===== src/rtl/pred_pkg.sv =====
// Package: shared widths and the table entry layout.
// Assumes 5-bit register numbers for both register files.
package pred_pkg;
    localparam int REG_W = 5;

    typedef struct packed {
        logic             vld;
        logic             fp;
        logic [REG_W-1:0] key;
        logic [REG_W-1:0] preg;
        logic             inv;
        logic             zero;
    } pred_ent_t;
endpackage


===== src/rtl/pred_entry_store.sv =====
// Module: pred_entry_store
// Holds N_ENT table entries. A write replaces every field of one entry
// and sets its valid bit. Reads see register outputs, so a write becomes
// visible one cycle later.
// Assumes cfg_idx is below N_ENT when cfg_we is high.
module pred_entry_store
    import pred_pkg::*;
#(
    parameter int N_ENT = 4,
    localparam int IDX_W = (N_ENT > 1) ? $clog2(N_ENT) : 1
) (
    input  logic                   clk,
    input  logic                   rst_n,
    input  logic                   cfg_we,
    input  logic [IDX_W-1:0]       cfg_idx,
    input  logic                   cfg_fp,
    input  logic [REG_W-1:0]       cfg_key,
    input  logic [REG_W-1:0]       cfg_preg,
    input  logic                   cfg_inv,
    input  logic                   cfg_zero,
    output pred_ent_t [N_ENT-1:0]  ent_q
);

    genvar g;
    generate
        for (g = 0; g < N_ENT; g++) begin : g_ent
            // Per-entry storage: clear valid on reset, load on a matching write.
            always_ff @(posedge clk) begin
                if (!rst_n) begin
                    ent_q[g] <= '0;
                end else if (cfg_we && (cfg_idx == IDX_W'(g))) begin
                    ent_q[g].vld  <= 1'b1;
                    ent_q[g].fp   <= cfg_fp;
                    ent_q[g].key  <= cfg_key;
                    ent_q[g].preg <= cfg_preg;
                    ent_q[g].inv  <= cfg_inv;
                    ent_q[g].zero <= cfg_zero;
                end
            end
        end
    endgenerate

    AST_WRITE_SETS_VALID: assert property (@(posedge clk) disable iff (!rst_n)
        cfg_we |=> ent_q[$past(cfg_idx)].vld);
    AST_WRITE_KEEPS_KEY: assert property (@(posedge clk) disable iff (!rst_n)
        cfg_we |=> (ent_q[$past(cfg_idx)].key == $past(cfg_key)) &&
                   (ent_q[$past(cfg_idx)].preg == $past(cfg_preg)));

endmodule


===== src/rtl/pred_match.sv =====
// Module: pred_match
// Compares the lookup key against every entry in parallel and selects the
// lowest-indexed match. Purely combinational.
// Assumes the entries come straight from the storage registers.
module pred_match
    import pred_pkg::*;
#(
    parameter int N_ENT = 4
) (
    input  logic                   clk,
    input  logic                   rst_n,
    input  pred_ent_t [N_ENT-1:0]  ent,
    input  logic                   lk_fp,
    input  logic [REG_W-1:0]       lk_reg,
    output logic                   m_hit,
    output pred_ent_t              m_ent
);

    logic [N_ENT-1:0] eq;
    logic [N_ENT-1:0] grant;
    logic [N_ENT:0]   seen;

    assign seen[0] = 1'b0;

    genvar g;
    generate
        for (g = 0; g < N_ENT; g++) begin : g_cmp
            // Entry compare: valid, same file, same register number.
            assign eq[g]      = ent[g].vld && (ent[g].fp == lk_fp) && (ent[g].key == lk_reg);
            // Priority chain: grant only if no lower entry matched.
            assign grant[g]   = eq[g] & ~seen[g];
            assign seen[g+1]  = seen[g] | eq[g];
        end
    endgenerate

    // Result mux: OR of the granted entry (at most one grant).
    always_comb begin
        m_ent = '0;
        for (int i = 0; i < N_ENT; i++) begin
            if (grant[i]) m_ent = m_ent | ent[i];
        end
    end

    assign m_hit = seen[N_ENT];

    AST_SINGLE_GRANT: assert property (@(posedge clk) disable iff (!rst_n)
        $onehot0(grant));
    AST_LOWEST_WINS: assert property (@(posedge clk) disable iff (!rst_n)
        eq[0] |-> (m_ent.preg == ent[0].preg));
    AST_HIT_NEEDS_VALID: assert property (@(posedge clk) disable iff (!rst_n)
        m_hit |-> m_ent.vld);

endmodule


===== src/rtl/pred_mask_gen.sv =====
// Module: pred_mask_gen
// Builds the element enable and zeroing masks from the registered lookup
// result, the captured vector length and the predicate register contents.
// Assumes pred_data belongs to the register named by the current result.
module pred_mask_gen #(
    parameter int ELEM_MAX = 16,
    localparam int VL_W = $clog2(ELEM_MAX + 1)
) (
    input  logic                clk,
    input  logic                rst_n,
    input  logic                hit,
    input  logic                inv,
    input  logic                zero,
    input  logic [VL_W-1:0]     vl,
    input  logic [ELEM_MAX-1:0] pred_data,
    output logic [ELEM_MAX-1:0] en_mask,
    output logic [ELEM_MAX-1:0] zero_mask
);

    logic [ELEM_MAX-1:0] lim;
    logic [ELEM_MAX-1:0] raw;

    genvar g;
    generate
        for (g = 0; g < ELEM_MAX; g++) begin : g_lim
            // Tail limit: element g is live only below the vector length.
            assign lim[g] = (vl > VL_W'(g));
        end
    endgenerate

    // Apply the invert flag to the predicate bits.
    assign raw = pred_data ^ {ELEM_MAX{inv}};

    // Mask select: predicated on a hit, all live elements on a miss.
    always_comb begin
        if (hit) begin
            en_mask   = raw & lim;
            zero_mask = zero ? (~raw & lim) : '0;
        end else begin
            en_mask   = lim;
            zero_mask = '0;
        end
    end

    AST_MASKS_DISJOINT: assert property (@(posedge clk) disable iff (!rst_n)
        (en_mask & zero_mask) == '0);
    AST_TAIL_CLEAR: assert property (@(posedge clk) disable iff (!rst_n)
        ((en_mask >> vl) == '0) && ((zero_mask >> vl) == '0));
    AST_MISS_NO_ZERO: assert property (@(posedge clk) disable iff (!rst_n)
        !hit |-> (zero_mask == '0));

endmodule


===== src/rtl/pred_kv_table.sv =====
// Module: pred_kv_table (top)
// Content-addressed predicate table: config writes fill entries, each
// cycle a lookup is registered, and the registered result plus the fed-back
// predicate register contents give the element masks.
// Assumes pred_data is read combinationally at pred_reg by the caller.
module pred_kv_table
    import pred_pkg::*;
#(
    parameter int N_ENT    = 4,
    parameter int ELEM_MAX = 16,
    localparam int IDX_W = (N_ENT > 1) ? $clog2(N_ENT) : 1,
    localparam int VL_W  = $clog2(ELEM_MAX + 1)
) (
    input  logic                clk,
    input  logic                rst_n,
    input  logic                cfg_we,
    input  logic [IDX_W-1:0]    cfg_idx,
    input  logic                cfg_fp,
    input  logic [4:0]          cfg_key,
    input  logic [4:0]          cfg_preg,
    input  logic                cfg_inv,
    input  logic                cfg_zero,
    input  logic                lk_fp,
    input  logic [4:0]          lk_reg,
    input  logic [VL_W-1:0]     lk_vl,
    input  logic [ELEM_MAX-1:0] pred_data,
    output logic                hit,
    output logic [4:0]          pred_reg,
    output logic                pred_inv,
    output logic                pred_zero,
    output logic [ELEM_MAX-1:0] en_mask,
    output logic [ELEM_MAX-1:0] zero_mask
);

    pred_ent_t [N_ENT-1:0] ent_q;
    logic                  m_hit;
    pred_ent_t             m_ent;
    logic [VL_W-1:0]       vl_q;

    pred_entry_store #(.N_ENT(N_ENT)) u_store (
        .clk      (clk),
        .rst_n    (rst_n),
        .cfg_we   (cfg_we),
        .cfg_idx  (cfg_idx),
        .cfg_fp   (cfg_fp),
        .cfg_key  (cfg_key),
        .cfg_preg (cfg_preg),
        .cfg_inv  (cfg_inv),
        .cfg_zero (cfg_zero),
        .ent_q    (ent_q)
    );

    pred_match #(.N_ENT(N_ENT)) u_match (
        .clk    (clk),
        .rst_n  (rst_n),
        .ent    (ent_q),
        .lk_fp  (lk_fp),
        .lk_reg (lk_reg),
        .m_hit  (m_hit),
        .m_ent  (m_ent)
    );

    // Result register: one-cycle lookup latency, fields zeroed on a miss.
    always_ff @(posedge clk) begin
        if (!rst_n) begin
            hit       <= 1'b0;
            pred_reg  <= '0;
            pred_inv  <= 1'b0;
            pred_zero <= 1'b0;
            vl_q      <= '0;
        end else begin
            hit       <= m_hit;
            pred_reg  <= m_hit ? m_ent.preg : '0;
            pred_inv  <= m_hit & m_ent.inv;
            pred_zero <= m_hit & m_ent.zero;
            vl_q      <= lk_vl;
        end
    end

    pred_mask_gen #(.ELEM_MAX(ELEM_MAX)) u_mask (
        .clk       (clk),
        .rst_n     (rst_n),
        .hit       (hit),
        .inv       (pred_inv),
        .zero      (pred_zero),
        .vl        (vl_q),
        .pred_data (pred_data),
        .en_mask   (en_mask),
        .zero_mask (zero_mask)
    );

    AST_HIT_LATENCY: assert property (@(posedge clk) disable iff (!rst_n)
        m_hit |=> hit);
    AST_MISS_LATENCY: assert property (@(posedge clk) disable iff (!rst_n)
        !m_hit |=> !hit);
    AST_MISS_CLEAN: assert property (@(posedge clk) disable iff (!rst_n)
        !hit |-> (pred_reg == '0) && !pred_inv && !pred_zero);

endmodule


===== config.mk =====
export PLATFORM = sky130hd
export DESIGN_NAME = pred_kv_table
export DESIGN_NICKNAME = d
export VERILOG_FILES = /design/src/rtl/pred_pkg.sv /design/src/rtl/pred_entry_store.sv /design/src/rtl/pred_match.sv /design/src/rtl/pred_mask_gen.sv /design/src/rtl/pred_kv_table.sv
export SDC_FILE = /design/constraint.sdc
export NUM_CORES = 1
export LEC_CHECK = 0
export BUFFER_PORTS_ARGS = -buffer_cell sky130_fd_sc_hd__buf_4
export CAP_MARGIN = 0
export CORE_MARGIN = 2
export CORE_UTILIZATION = 58
export DETAILED_ROUTE_END_ITERATION = 16
export PLACE_DENSITY = 0.95
export SYNTH_ARGS = -nofsm -noshare
export SYNTH_HDL_FRONTEND = slang
export SYNTH_HIERARCHICAL = 1
export SYNTH_SLANG_ARGS = --single-unit
export TNS_END_PERCENT = 1

===== constraint.sdc =====
create_clock -name clk -period 5.9 [get_ports clk]
set_input_delay 0.295 -clock clk [delete_from_list [all_inputs] [get_ports clk]]
set_output_delay 0.295 -clock clk [all_outputs]
set_load 0.01 [all_outputs]

Word level (Yosys, flattened, before mapping) --
Index checks and enable logic that the tools add are counted.
Operators by class: mux-type cells 7, eq/ne operators 11, bitwise logic cells 18, reductions and logical operators 14, magnitude comparators 16
Operators by type and width (number):
- 16-bit two-way mux | 3
- 5-bit by 4-bit > comparator with 1-bit output (second input constant) | 8
- 16-bit AND | 2
- 7-bit two-way mux | 4
- 7-bit bitwise OR | 3
- 5-bit equality test | 4
- 5-bit by 3-bit > comparator with 1-bit output (second input constant) | 4
- 16-bit inverter | 1
- 16-bit bitwise XOR | 1
- 1-bit logical AND | 12
- 5-bit by 1-bit > comparator with 1-bit output (second input constant) | 2
- 5-bit by 2-bit > comparator with 1-bit output (second input constant) | 2
- 1-bit AND | 5
- 1-bit equality test | 4
- 2-bit equality test (second input constant) | 2
- 1-bit inverter | 3
- 1-bit bitwise OR | 3
- 2-bit by 1-bit equality test with 1-bit output (second input constant) | 1
- 2-bit logical NOT | 1
- 2-bit AND reduction | 1
Storage, ports and cells: output and inout bits 40, input bits 45, bits in registers 69, word-level logic and storage cells 95

Depth between registers and ports, before layout --
Gate-level depths: netlist of run 1.
depth in word-level cells 11, depth in mapped cells 10, mapped depth without buffers 7

By module --
The synthesis of run 1 kept the hierarchy.
By module, submodules not included:
- pred_entry_store | area an instance 2057.0 um^2, seq. area each 1121.1 um^2, cells each 196, instances 1
- pred_match | area an instance 728.2 um^2, seq. area each 0.0 um^2, cells each 119, instances 1
- pred_mask_gen | area an instance 560.5 um^2, seq. area each 0.0 um^2, cells each 75, instances 1
- pred_kv_table | area an instance 364.1 um^2, seq. area each 260.2 um^2, cells each 27, instances 1

Worst setup path before layout of run 1 --
Ideal clock, no wire load.
kind input to register, start input port lk_reg[1], end register pred_zero, data required time 5.784 ns, data arrival time 2.029 ns, stages on the path 9, library setup time 0.116 ns, slack 3.754 ns, path through buf_6 xor2_1 or4b_4 or2_1 clkbuf_1 nand3_1 a31oi_1 a21o_1 and3_2
RTL lines:
- start: declaration | RTL line pred_kv_table.sv:24 | input logic [4:0] lk_reg,
- end signal: assignment | RTL line pred_kv_table.sv:75 | pred_zero <= m_hit & m_ent.zero;
- end: declaration | RTL line pred_kv_table.sv:30 | output logic pred_zero,

==> results of run 1 <==
## path summary, 6_finish.rpt
path	from	endpoint	cells after the start
setup / recovery	u_store/ent_q[54]$_SDFFE_PN0P_	pred_reg[4]$_SDFF_PN0_	6
hold / removal	lk_vl[1]	vl_q[1]$_SDFF_PN0_	2
setup reg to reg	u_store/ent_q[54]$_SDFFE_PN0P_	pred_reg[4]$_SDFF_PN0_	6
hold reg to reg	u_store/ent_q[44]$_SDFFE_PN0P_	u_store/ent_q[44]$_SDFFE_PN0P_	2
## layout by cell type, fill, tap and decap left out, types with 2 or more instances in the layout
| cell | n |
|---|---|
| nor3b_1 | 7 |
| clkinv_4 | 2 |
| mux2i_1 | 52 |
| a21boi_0 | 3 |
| nand3b_2 | 2 |
| nand4_1 | 3 |
| or4_1 | 2 |
| a21oi_1 | 8 |
| and2_2 | 6 |
| a211oi_1 | 8 |
| xnor2_1 | 20 |
| and3_1 | 4 |
| xor2_1 | 20 |
| nor2_1 | 10 |
| o21ai_0 | 2 |
| a31oi_1 | 8 |
| a2bb2oi_1 | 4 |
| clkbuf_8 | 10 |
| buf_4 | 85 |
| inv_1 | 5 |
| nor4_1 | 4 |
| dfxtp_1 | 69 |
| nand3_1 | 8 |
| and3_2 | 3 |
| nand2_1 | 74 |
| a21o_1 | 7 |
| o21ba_2 | 3 |
| nor3_1 | 5 |
## layout make-up
cell class	instances	area [sq um]	share of cell area (%)
Clock buffer	11	141.4	3.339
Multi-Input combinational cell	275	1901	44.89
Inverter	5	18.77	0.4433
Tap cell	75	93.84	2.216
Clock inverter	5	60.06	1.418
Timing Repair Buffer	85	638.1	15.07
Sequential cell	69	1381	32.62
## worst reg2reg max path, cell delays in order (launching register included)
cell and delay (ns):
dfxtp_1 0.32, xnor2_1 0.16, nand4_1 0.11, or4_1 0.45, nor4_1 0.92, a21o_1 0.24
and3_1 0.15
## per-layer routing
metal | global-route usage, % | vias up
met5 | 0 | -
met4 | 10.00 | 0
met3 | 5.055 | 19
met2 | 45.77 | 112
met1 | 28.98 | 1340
li1 | - | 1430
## power by group through the flow
stage          combinational [W]  sequential (W)  clock, W
6_report                0.000124        0.000496  0.000380
5_1_grt                 0.000134        0.000497  0.000399
4_1_cts                 0.000124        0.000496  0.000384
3_5_place_dp            0.000123        0.000506         0
3_3_place_gp            0.000118        0.000505         0
2_1_floorplan          0.0000794        0.000499         0
## metrics by stage
step	instance area (sq um)	total power, W	util, %	std cells
final	4234	0.0009999	71.94	525
after global placement	4033	0.0006233	68.52	509
after floorplan	3517	0.0005784	-	381
after global routing	4234	0.001031	71.94	525
after CTS	4234	0.001003	71.94	525
after detailed placement	4033	0.0006286	68.52	509
==> results.yml, run 1 <==
logic_synthesis:
  syn_area_per_cell_sq_um: 9.231
  synth_nets: 426
  yosys_warnings: 6
  netlist_instances: 381
  syn-cell-area_sq_um: 3517
clock_tree:
  clkSinkCount: 69
  cts-root-buf: "clkbuf_8"
  clkTransAtPathRegs_ns: 0.07
  insertion_delay_ns: 0.34
  cts-hold-fix-buffers: 0
  cts_tree: "built"
  postCtsSetupBuffers: 0
  cts_buffers: 9
  cts_resized: 0
  cts_buffer_depth: 2
  htreeDepth: 3
detailed_routing:
  wirelength_mm: 8.288
  wl_met2_mm: 4.139
  dr_wl_met3_um: 527
  viasPerCell: 5.526
  drtPass1Iterations: 4
  top_layer_used: "met4"
  final_antenna_net_count: 0
  wl_met1_mm: 3.460
  dr_total_vias: 2901
  drc: 0
  wl_per_cell_um: 15.79
  drt_first_iter_violations: 165
sta:
  fmax_mhz: 415.6
  rsz0062_at_grt: "no"
  worst_pin_slew_ns: 1.183
  drv_slew: 0
  setup_viol: 0
  hold_viol_final: 0
  clock_skew_ns: 0.008520
  slew_headroom_pct: 20.38
  timing.setup.tns_ns: 0
  finalCritPeriodShare_pct: 40.78
  hold_slack_ns: 0.1784
  fin_crit_ns: 2.406
  setup_slack_ns: 3.494
worst_hold_path:
  hold_class: "in -> reg"
setup_path:
  cpMaxStageDelayCell: "nor4_1"
  path_max_fanout: 7
  endpoint_kind: "flip-flop"
  cp.required_ns: 6.18
  criticalPathCategory: "reg -> reg"
  crit_family: "simple AND/OR/NAND/NOR gates"
  crit_path_start_kind: "flip-flop"
  arrival_ns: 2.69
  reg2reg_slack_ns: 3.49
  cp_cell_sequence: "xnor2_1, nand4_1, or4_1, nor4_1, a21o_1, and3_1"
  max_stage_delay_ns: 0.92
  path_buf_inv: 0
power_and_ir_drop:
  switching_power_w: 0.0002482
  clkPwrFrac_pct: 38.0
  power.leakage_nw: 2.005
  pwr-share-comb_pct: 12.4
  pwr_density_cell_nw_per_um2: 236.2
  p_seq_share_pct: 49.6
  vdd_drop_max_mv: 0.2207
  p_int_w: 0.0007516
  swShare_pct: 24.83
grt:
  antenna_found_initial: 0
  grt_max_degree: 83
  grtUsageTotal_pct: 25.28
  grt_pass1_vias: 2856
  globalRoute.totalOverflow: 0
  grt_pass1_wl_mm: 12.98
floorplan:
  initial_utilization_pct: 59.76
  io_pins: 85
  die_x_um: 81.87
  die_h_um: 81.87
  die-area_sq_um: 6703
  rows: 28
  core_area_sq_um: 5886
place:
  gp_congestion: 0.8145
  dp_hpwl_mm: 5.689
  dp_worst_setup_slack_ns: 3.375
  io_buffers: 84
finish:
  n_antenna_cell: 0
  area_growth_pct: 20.38
  fillers: 428
  largest_reg_flops: 56
  nets: 490
  drive_above_1_share_pct: 26.22
run:
  max_cap_viol_count: 0
run_status:
  status: "finished, final reports clean"
(Power assumes the default switching activity.)
==> run 2, diff against run 1 <==
--- a/config.mk
+++ b/config.mk
@@ -5,12 +5,13 @@
 export SDC_FILE = /design/constraint.sdc
 export NUM_CORES = 1
 export LEC_CHECK = 0
+export ABC_AREA = 1
 export BUFFER_PORTS_ARGS = -buffer_cell sky130_fd_sc_hd__buf_4
 export CAP_MARGIN = 0
 export CORE_MARGIN = 2
-export CORE_UTILIZATION = 58
+export CORE_UTILIZATION = 51
 export DETAILED_ROUTE_END_ITERATION = 16
-export PLACE_DENSITY = 0.95
+export PLACE_DENSITY = 0.88
 export SYNTH_ARGS = -nofsm -noshare
 export SYNTH_HDL_FRONTEND = slang
 export SYNTH_HIERARCHICAL = 1
==> constraint.sdc (replaced) <==
create_clock -name clk -period 2.1 [get_ports clk]
set_input_delay 0.105 -clock clk [delete_from_list [all_inputs] [get_ports clk]]
set_output_delay 0.105 -clock clk [all_outputs]
set_load 0.01 [all_outputs]
==> run 2 against run 1 <==
Clock power grew to 3.5 times the previous value. Die area is 39% higher. First-iteration DRC count rose by 64%. Cell area up 24%. Via count increased by 55%. Critical path type is now reg -> out.
==> results.yml, run 2 <==
run_status:
  status: "finished, final reports clean"
place:
  io_buffers: 84
  dp_worst_setup_slack_ns: 0.6148
  dp_hpwl_mm: 7.740
  gp_congestion: 0.8964
sta:
  fmax_mhz: 585.9
  worst_pin_slew_ns: 0.6005
  setup_slack_ns: 0.3933
  fin_crit_ns: 1.707
  drv_slew: 0
  hold_viol_final: 0
  setup_viol: 0
  clock_skew_ns: 0.007247
  hold_slack_ns: 0.006194
  timing.setup.tns_ns: 0
  slew_headroom_pct: 59.97
  finalCritPeriodShare_pct: 81.27
  rsz0062_at_grt: "no"
grt:
  grt_pass1_wl_mm: 17.95
  grtUsageTotal_pct: 24.56
  grt_pass1_vias: 3997
  grt_max_degree: 60
  antenna_found_initial: 0
  globalRoute.totalOverflow: 0
finish:
  final_common_cell: "nand2_1"
  largest_reg_flops: 56
  area_growth_pct: 20.61
  n_antenna_cell: 0
  fillers: 746
  layout_common_cells: "nand2_1, nor2_1, inv_1"
  regArea_sq_um: 1381
  fin_util_pct: 63.76
  multi_input_area_sq_um: 2243
  nets: 865
  drive_above_1_share_pct: 16.85
clock_tree:
  cts_buffer_depth: 2
  clkTransAtPathRegs_ns: 0.07
  cts_tree: "built"
  insertion_delay_ns: 0.36
  cts_resized: 0
  htreeDepth: 3
  clkSinkCount: 69
  cts_buffers: 9
  cts-root-buf: "clkbuf_8"
logic_synthesis:
  yosys_warnings: 6
  netlist_instances: 740
  synth_nets: 785
  syn-cell-area_sq_um: 4365
  syn_area_per_cell_sq_um: 5.899
power_and_ir_drop:
  pwr-share-comb_pct: 16.0
  pwr_density_cell_nw_per_um2: 617.5
  p_seq_share_pct: 43.6
  vdd_drop_max_mv: 0.5225
  clkPwrFrac_pct: 40.5
  power.leakage_nw: 2.836
  p_int_w: 0.002377
  swShare_pct: 26.90
  switching_power_w: 0.0008745
worst_hold_path:
  holdPathEnd: "u_store/ent_q[30]$_SDFFE_PN0P_"
  whs_path_depth: 3
  min_from: "cfg_preg[0]"
  hold_class: "in -> reg"
setup_path:
  path_max_fanout: 7
  endpoint_kind: "primary output"
  cp.required_ns: 2.00
  worstRegToRegCells: 12
  criticalPathCategory: "reg -> out"
  arrival_ns: 1.60
  r2r_start: "u_store/ent_q[38]$_SDFFE_PN0P_"
  reg2reg_slack_ns: 0.59
  crit_path_start_kind: "flip-flop"
  worstReg2RegEnd: "pred_inv$_SDFF_PN0_"
floorplan:
  io_pins: 85
  rows: 33
  initial_utilization_pct: 52.86
  die-area_sq_um: 9316
  core_area_sq_um: 8258
  die_x_um: 96.52
  die_h_um: 96.52
detailed_routing:
  final_antenna_net_count: 0
  drtPass1Iterations: 5
  dr_total_vias: 4488
  drt_first_iter_violations: 270
  viasPerCell: 4.826
  wirelength_mm: 10.91
  drc: 0
  wl_per_cell_um: 11.73
run:
  max_cap_viol_count: 0
run 2: layout make-up:
cell class              count  area share [%]
flip-flops and latches     69           26.24
well taps                 105           2.495
repair buffers             96           14.07
multi-input cells         506           42.61
inverters                 138           9.933
clock inverters             7           2.305
clock buffers               9           2.353
run 2: through the flow:
| step | power, W | cells | instance area, sq um |
|---|---|---|---|
| 2_1_floorplan | 0.001749 | 740 | 4365 |
| 3_3_place_gp | 0.001929 | 906 | 4940 |
| 3_5_place_dp | 0.001941 | 906 | 4940 |
| 4_1_cts | 0.003261 | 930 | 5265 |
| 5_1_grt | 0.003407 | 930 | 5265 |
| 6_report | 0.003251 | 930 | 5265 |
run 2: repair_timing:
action	CTS	global route
setup buffers	0	0
hold buffers	8	0
endpoints found under the hold margin	11	0
setup endpoints to repair	0	0
run 2: how the worst max path moves through the flow:
stage / from / to / slack, ns
after floorplan: u_store/ent_q[7]$_SDFFE_PN0P_ / pred_reg[1]$_SDFF_PN0_ / 0.78
after CTS: pred_inv$_SDFF_PN0_ / en_mask[10] / 0.37
final: pred_inv$_SDFF_PN0_ / en_mask[6] / 0.39
after global placement: u_store/ent_q[7]$_SDFFE_PN0P_ / pred_reg[3]$_SDFF_PN0_ / 0.68
after global routing: hit$_SDFF_PN0_ / zero_mask[14] / 0.21
after detailed placement: u_store/ent_q[7]$_SDFFE_PN0P_ / pred_reg[0]$_SDFF_PN0_ / 0.61
run 2: critical path, stage by stage (launching register included):
cell and delay, ns:
dfxtp_1 0.55, buf_4 0.23, xnor2_1 0.15, nand2_1 0.08, nand2_1 0.07, inv_1 0.04, buf_4 0.13
run 2: layer usage:
metal | vias up | track usage [%] | part of all wire (%)
met4 | 0 | 7.981 | 1.6
met2 | 150 | 41.96 | 48
li1 | 2330 | - | -
met3 | 21 | 4.344 | 6.1
met5 | - | 0 | 0
met1 | 1987 | 31.45 | 44
run 2: power groups by stage:
stage          Clock (W)  Sequential (W)  Combinational, W
6_report         0.00132         0.00142          0.000519
5_1_grt          0.00140         0.00142          0.000586
4_1_cts          0.00133         0.00142          0.000514
3_5_place_dp           0         0.00144          0.000496
3_3_place_gp           0         0.00144          0.000486
2_1_floorplan          0         0.00143          0.000319
